<file path="config.mk">
export PLATFORM = sky130hd
export DESIGN_NAME = dual_dac_bus_regs
export DESIGN_NICKNAME = d
export VERILOG_FILES = /design/src/rtl/dac_regs_pkg.sv /design/src/rtl/dac_bus_decode.sv /design/src/rtl/dac_channel.sv /design/src/rtl/dio_port.sv /design/src/rtl/dual_dac_bus_regs.sv
export SDC_FILE = /design/constraint.sdc
export NUM_CORES = 1
export LEC_CHECK = 0
export BUFFER_PORTS_ARGS = -buffer_cell sky130_fd_sc_hd__clkbuf_2
export CORE_ASPECT_RATIO = 0.9
export CORE_UTILIZATION = 55
export CTS_BUF_LIST = sky130_fd_sc_hd__clkbuf_8
export CTS_CLUSTER_SIZE = 30
export DETAILED_ROUTE_END_ITERATION = 6
export GPL_ROUTABILITY_DRIVEN = 1
export HOLD_SLACK_MARGIN = 0.15
export MAX_ROUTING_LAYER = met4
export PLACE_DENSITY = 0.82
export SLEW_MARGIN = 20
export SYNTH_ARGS = -nofsm -noshare
export SYNTH_HDL_FRONTEND = slang
export SYNTH_SLANG_ARGS = --single-unit
</file>
<file path="constraint.sdc">
create_clock -name clk_i -period 1.3 [get_ports clk_i]
set_clock_uncertainty 0.2 [all_clocks]
set_input_delay 0 -clock clk_i [delete_from_list [all_inputs] [get_ports clk_i]]
set_output_delay 0 -clock clk_i [all_outputs]
set_load 0.05 [all_outputs]
</file>
<file path="src/rtl/dac_regs_pkg.sv">
package dac_regs_pkg;
  localparam int BYTE_W       = 8;
  localparam int ADDR_W       = 3;
  localparam int NUM_CH       = 2;
  localparam int CH_BYTES     = 2;
  localparam int DAC_W        = BYTE_W * CH_BYTES;
  localparam int DIO_OFS      = 3;
  localparam int DAC_BASE_OFS = 4;
endpackage

</file>
<file path="src/rtl/dac_bus_decode.sv">
module dac_bus_decode #(
  parameter int ADDR_W       = 3,
  parameter int NUM_CH       = 2,
  parameter int CH_BYTES     = 2,
  parameter int DIO_OFS      = 3,
  parameter int DAC_BASE_OFS = 4
) (
  input  logic [ADDR_W-1:0]          addr_i,
  input  logic                       wr_i,
  input  logic                       rd_i,
  output logic                       dio_we_o,
  output logic                       dio_re_o,
  output logic [NUM_CH*CH_BYTES-1:0] byte_we_o,
  output logic                       any_rd_o
);
  localparam int NUM_BYTES = NUM_CH * CH_BYTES;

  assign dio_we_o = wr_i && (addr_i == ADDR_W'(DIO_OFS));
  assign dio_re_o = rd_i && (addr_i == ADDR_W'(DIO_OFS));
  // every offset of the window counts as a load-triggering read
  assign any_rd_o = rd_i;

  for (genvar i = 0; i < NUM_BYTES; i++) begin : g_byte_dec
    assign byte_we_o[i] = wr_i && (addr_i == ADDR_W'(DAC_BASE_OFS + i));
  end
endmodule

</file>
<file path="src/rtl/dac_channel.sv">
module dac_channel #(
  parameter int BYTE_W   = 8,
  parameter int CH_BYTES = 2,
  localparam int DAC_W   = BYTE_W * CH_BYTES
) (
  input  logic                clk_i,
  input  logic                rst_ni,
  input  logic [CH_BYTES-1:0] byte_we_i,
  input  logic [BYTE_W-1:0]   wdata_i,
  input  logic                indiv_mode_i,
  input  logic                sim_load_i,
  output logic [DAC_W-1:0]    dac_o
);
  logic [DAC_W-1:0] hold_q;
  logic             indiv_load;

  assign indiv_load = byte_we_i[CH_BYTES-1] && indiv_mode_i;

  for (genvar b = 0; b < CH_BYTES; b++) begin : g_hold
    always_ff @(posedge clk_i or negedge rst_ni) begin
      if (!rst_ni)           hold_q[b*BYTE_W +: BYTE_W] <= '0;
      else if (byte_we_i[b]) hold_q[b*BYTE_W +: BYTE_W] <= wdata_i;
    end
  end

  // top byte comes straight from the bus so it lands with its own write
  always_ff @(posedge clk_i or negedge rst_ni) begin
    if (!rst_ni)         dac_o <= '0;
    else if (indiv_load) dac_o <= {wdata_i, hold_q[DAC_W-BYTE_W-1:0]};
    else if (sim_load_i) dac_o <= hold_q;
  end

  assert_indiv_load_R3: assert property (@(posedge clk_i) disable iff (!rst_ni)
    (byte_we_i[CH_BYTES-1] && indiv_mode_i) |=>
      (dac_o == {$past(wdata_i), $past(hold_q[DAC_W-BYTE_W-1:0])}));

  assert_sim_load_R5: assert property (@(posedge clk_i) disable iff (!rst_ni)
    (sim_load_i && !byte_we_i[CH_BYTES-1]) |=> (dac_o == $past(hold_q)));

  assert_no_stray_load_R4: assert property (@(posedge clk_i) disable iff (!rst_ni)
    (!sim_load_i && !(byte_we_i[CH_BYTES-1] && indiv_mode_i)) |=> $stable(dac_o));
endmodule

</file>
<file path="src/rtl/dio_port.sv">
module dio_port #(
  parameter int BYTE_W = 8
) (
  input  logic              clk_i,
  input  logic              rst_ni,
  input  logic              we_i,
  input  logic              re_i,
  input  logic [BYTE_W-1:0] wdata_i,
  input  logic [BYTE_W-1:0] din_i,
  output logic [BYTE_W-1:0] dout_o,
  output logic [BYTE_W-1:0] rdata_o
);
  always_ff @(posedge clk_i or negedge rst_ni) begin
    if (!rst_ni)   dout_o <= '0;
    else if (we_i) dout_o <= wdata_i;
  end

  // inputs pass through unregistered
  assign rdata_o = re_i ? din_i : '0;

  assert_dout_write_R7: assert property (@(posedge clk_i) disable iff (!rst_ni)
    we_i |=> (dout_o == $past(wdata_i)));

  assert_dout_hold_R7: assert property (@(posedge clk_i) disable iff (!rst_ni)
    !we_i |=> $stable(dout_o));
endmodule

</file>
<file path="src/rtl/dual_dac_bus_regs.sv">
module dual_dac_bus_regs
  import dac_regs_pkg::*;
#(
  parameter int P_BYTE_W   = BYTE_W,
  parameter int P_ADDR_W   = ADDR_W,
  parameter int P_CH_BYTES = CH_BYTES,
  parameter int P_DIO_OFS  = DIO_OFS,
  parameter int P_DAC_BASE = DAC_BASE_OFS,
  localparam int P_NUM_CH  = 2,
  localparam int P_DAC_W   = P_BYTE_W * P_CH_BYTES
) (
  input  logic                clk_i,
  input  logic                rst_ni,
  input  logic [P_ADDR_W-1:0] addr_i,
  input  logic                wr_i,
  input  logic                rd_i,
  input  logic [P_BYTE_W-1:0] wdata_i,
  output logic [P_BYTE_W-1:0] rdata_o,
  input  logic                sim_mode_i,
  input  logic [P_BYTE_W-1:0] din_i,
  output logic [P_BYTE_W-1:0] dout_o,
  output logic [P_DAC_W-1:0]  dac0_o,
  output logic [P_DAC_W-1:0]  dac1_o
);
  logic                           dio_we, dio_re, any_rd, sim_load;
  logic [P_NUM_CH*P_CH_BYTES-1:0] byte_we;
  logic [P_DAC_W-1:0]             dac_q [P_NUM_CH];

  dac_bus_decode #(
    .ADDR_W(P_ADDR_W), .NUM_CH(P_NUM_CH), .CH_BYTES(P_CH_BYTES),
    .DIO_OFS(P_DIO_OFS), .DAC_BASE_OFS(P_DAC_BASE)
  ) u_decode (
    .addr_i(addr_i), .wr_i(wr_i), .rd_i(rd_i),
    .dio_we_o(dio_we), .dio_re_o(dio_re),
    .byte_we_o(byte_we), .any_rd_o(any_rd)
  );

  assign sim_load = any_rd && sim_mode_i;

  for (genvar c = 0; c < P_NUM_CH; c++) begin : g_ch
    dac_channel #(.BYTE_W(P_BYTE_W), .CH_BYTES(P_CH_BYTES)) u_ch (
      .clk_i(clk_i), .rst_ni(rst_ni),
      .byte_we_i(byte_we[c*P_CH_BYTES +: P_CH_BYTES]),
      .wdata_i(wdata_i),
      .indiv_mode_i(!sim_mode_i),
      .sim_load_i(sim_load),
      .dac_o(dac_q[c])
    );
  end

  assign dac0_o = dac_q[0];
  assign dac1_o = dac_q[1];

  dio_port #(.BYTE_W(P_BYTE_W)) u_dio (
    .clk_i(clk_i), .rst_ni(rst_ni),
    .we_i(dio_we), .re_i(dio_re),
    .wdata_i(wdata_i), .din_i(din_i),
    .dout_o(dout_o), .rdata_o(rdata_o)
  );

  assert_live_input_R8: assert property (@(posedge clk_i) disable iff (!rst_ni)
    (rd_i && addr_i == P_ADDR_W'(P_DIO_OFS)) |-> (rdata_o == din_i));

  assert_zero_read_R9: assert property (@(posedge clk_i) disable iff (!rst_ni)
    (rd_i && addr_i != P_ADDR_W'(P_DIO_OFS)) |-> (rdata_o == '0));

  assert_read_no_load_R6: assert property (@(posedge clk_i) disable iff (!rst_ni)
    (rd_i && !wr_i && !sim_mode_i) |=> ($stable(dac0_o) && $stable(dac1_o)));

  assert_low_write_R2: assert property (@(posedge clk_i) disable iff (!rst_ni)
    (wr_i && !rd_i && (addr_i == P_ADDR_W'(P_DAC_BASE) ||
                      addr_i == P_ADDR_W'(P_DAC_BASE + P_CH_BYTES)))
      |=> ($stable(dac0_o) && $stable(dac1_o)));
endmodule

</file>
==> out/qor.txt <==
outcome -> finished, final reports clean
pin slew with the least headroom to its limit -> 0.628 ns
LEAKAGE -> 2.03 nW
crit path max fanout -> 17
number of filler instances in the final layout -> 368
fraction of layout cells with a size suffix above 1 -> 45.7%
count of vias placed by the detailed router -> 2187
detailed placer's ending HPWL -> 4290 um
overall die width -> 79.8 um
number of buffers between clock root and the deepest sink -> 2
Crit Reg-Reg Endpoint -> g_ch[1].u_ch.dac_o[13]
launching element type of the critical path -> input port
antenna violations before repair -> 0
buffer count from post-CTS setup fixing -> 0
cell area after synthesis -> 3000 sq um
Post-Synthesis Net Count -> 251
IO Pins -> 72
Clock Sink Count -> 72
area occupied by multi-input gates -> 1100 sq um
Critical Setup Path Class -> in2out
Core Box Area -> 5260 sq um
number of max-cap violations -> 0
required time of the critical path -> 1.10 ns
r2r worst-path depth -> 2
arrival time of data at the critical path endpoint -> 1.03 ns
register-to-register path setup slack -> 0.16 ns
Final period util -> 94.7%
I/O Buffers -> 71
register bit count reported by yosys -> 72
Routed WL per cell -> 15.7 um
element type at the critical path end -> primary output
worst hold start -> sim_mode_i
post-detailed-routing wire length -> 6320 um
number of nets in the layout -> 355
Clk Latency, worst-skew pair -> 0.35 ns
RD Place Congestion -> 0.746
ANT nets after route -> 0
length of the first detailed-routing pass in iterations -> 5
Hold Path Stages -> 4
violation count after the first detailed-route iteration -> 144
effective utilization at floorplan -> 57.0%
maximum level of the CTS H-tree -> 3
min Tclk post-route -> 1.23 ns
die footprint -> 5750 sq um
clk slew on worst S/H paths -> 0.07 ns
Vias/cell -> 5.44
number of global-route vias before repair -> 2158
Sequential cell area -> 1800 sq um
number of core rows -> 25
synthesis warning total -> 0
Antenna Cells -> 0
Max-Slew Margin vs Limit -> 58.0%
global route overflow -> 0
Post-Route Setup TNS -> 0 ns
Synth-to-Final Area Change -> 29.9%
final worst-path setup slack -> 0.0693 ns
maximum number of pins on one net before global-route repair -> 73
total power consumption of the routed design -> 7.07 mW
hold violation count in the final report -> 0
average cell area after synthesis -> 13.2 sq um
fmax -> 813 MHz
TritonCTS clock tree -> yes
sequential share of the synthesized area -> 60.1%
gate count after technology mapping -> 227
terminating pin of the worst hold path -> g_ch[0].u_ch.dac_o[15]
count of endpoints failing setup in the final report -> 0
Root Buffer -> clkbuf_8
maximum vdd drop -> 1160 uV
post-synth cell types -> 20
reg-to-reg startpoint -> g_ch[1].u_ch.hold_q[13]
final max-slew violation count -> 0
TritonCTS Buffers -> 9
gr usage total -> 25.0%
Post-route DRC -> 0
Pwr per Cell Area -> 1820 nW/um^2
unrepaired setup endpoints after global routing -> no
class of the tightest hold or removal check -> in2reg
worst setup slack after placement -> -0.173 ns
hold bufs inserted after CTS -> 14
first-pass GRT wire length -> 10200 um
Chip Height -> 72.0 um
[worst max-delay path by stage]
stage,startpoint,end,slack (ns)
final,rd_i,rdata_o[6],0.07
after global routing,rd_i,rdata_o[6],0.01
after CTS,rd_i,rdata_o[5],0.03
after detailed placement,addr_i[1],g_ch[0].u_ch.dac_o[11],-0.17
after global placement,addr_i[1],g_ch[0].u_ch.dac_o[14],-0.07
after floorplan,addr_i[1],g_ch[1].u_ch.dac_o[6],-0.1
[critical path, cell delays in order]
cell	delay, ns
clkbuf_2	0.10
buf_4	0.20
and4b_2	0.30
and2_1	0.15
clkbuf_2	0.27
[metal layers]
layer | GRT usage [%] | up-vias | part of all wire (%)
met4 | 7.94 | 0 | 1.6
met5 | - | - | 0
met2 | 40.5 | 83 | 49
met3 | 7.80 | 12 | 5.8
met1 | 30.2 | 1074 | 43
li1 | - | 1018 | -
[cell usage in the layout, fill, tap and decap left out, types with 2 or more instances in the layout]
master	n
nand2_1	49
clkinv_2	2
dfrtp_1	72
mux2_4	4
a21oi_4	2
buf_4	15
and3_1	16
buf_12	3
and4b_2	2
clkbuf_2	70
nand4b_1	2
mux2_2	36
dlygate4sd3_1	13
clkinv_4	2
clkbuf_8	10
a221o_1	16
nor2_1	2
and2_1	9
[synthesized netlist by cell type, drive strengths merged]
master | number | area [sq um]
buf | 8 | 86.3
nor2 | 2 | 7.51
a21oi | 2 | 32.5
dfrtp | 72 | 1800
mux2 | 40 | 465
and2 | 9 | 56.3
and4 | 1 | 11.3
inv | 1 | 3.75
nor3 | 1 | 10.0
and4b | 2 | 20.0
nand4b | 3 | 32.5
a221o | 16 | 160
and3 | 16 | 100
nand2 | 49 | 184
a21o | 1 | 7.51
nand4 | 1 | 6.26
clkbuf | 3 | 11.3
[where the power goes]
part	internal, mW	switching [mW]	total [mW]	leakage [nW]
clock	0.927	0.789	1.72	0.102
combinational	0.721	1.60	2.32	1.04
sequential	2.76	0.276	3.03	0.888
[what timing repair did]
item                                    in CTS  in global routing
hold endpoints to repair                   130                 20
gates resized for setup                      0                  3
endpoints found under the setup margin       0                 32
[sequential cells by signal (all words and copies together), names as in the netlist]
register          cells
u_dio.dout_o          8
g_ch.u_ch.dac_o      32
g_ch.u_ch.hold_q     32
[layout make-up]
type / count / share of cell area (%)
flip-flops and latches: 72 / 46.3
multi-input cells: 143 / 28.2
repair buffers: 104 / 18.3
clock buffers: 10 / 3.54
well taps: 67 / 2.15
clock inverters: 5 / 1.48
inverters: 1 / 0.0965
[through the flow]
step	instance area, sq um	hold slack, ns	std cells	util, %
floorplan	3010	-0.496	227	-
global placement	3530	-0.151	373	67.2
detailed placement	3530	-0.148	373	67.2
CTS	3870	0.0203	402	73.6
global route	3890	0.0492	402	74.0
finish	3890	0.0346	402	74.0
[cells by family (layout without fill, tap and decap cells)]
group,after synthesis,in the layout,synth area share (%)
DFF,72,72,60.1
and+or+nand+nor,84,84,14.3
AOI/OAI and AO/OA,19,19,6.68
muxes,40,40,15.5
buffers and inverters,12,120,3.38
No activity file was read; power rests on OpenSTA's default activity.
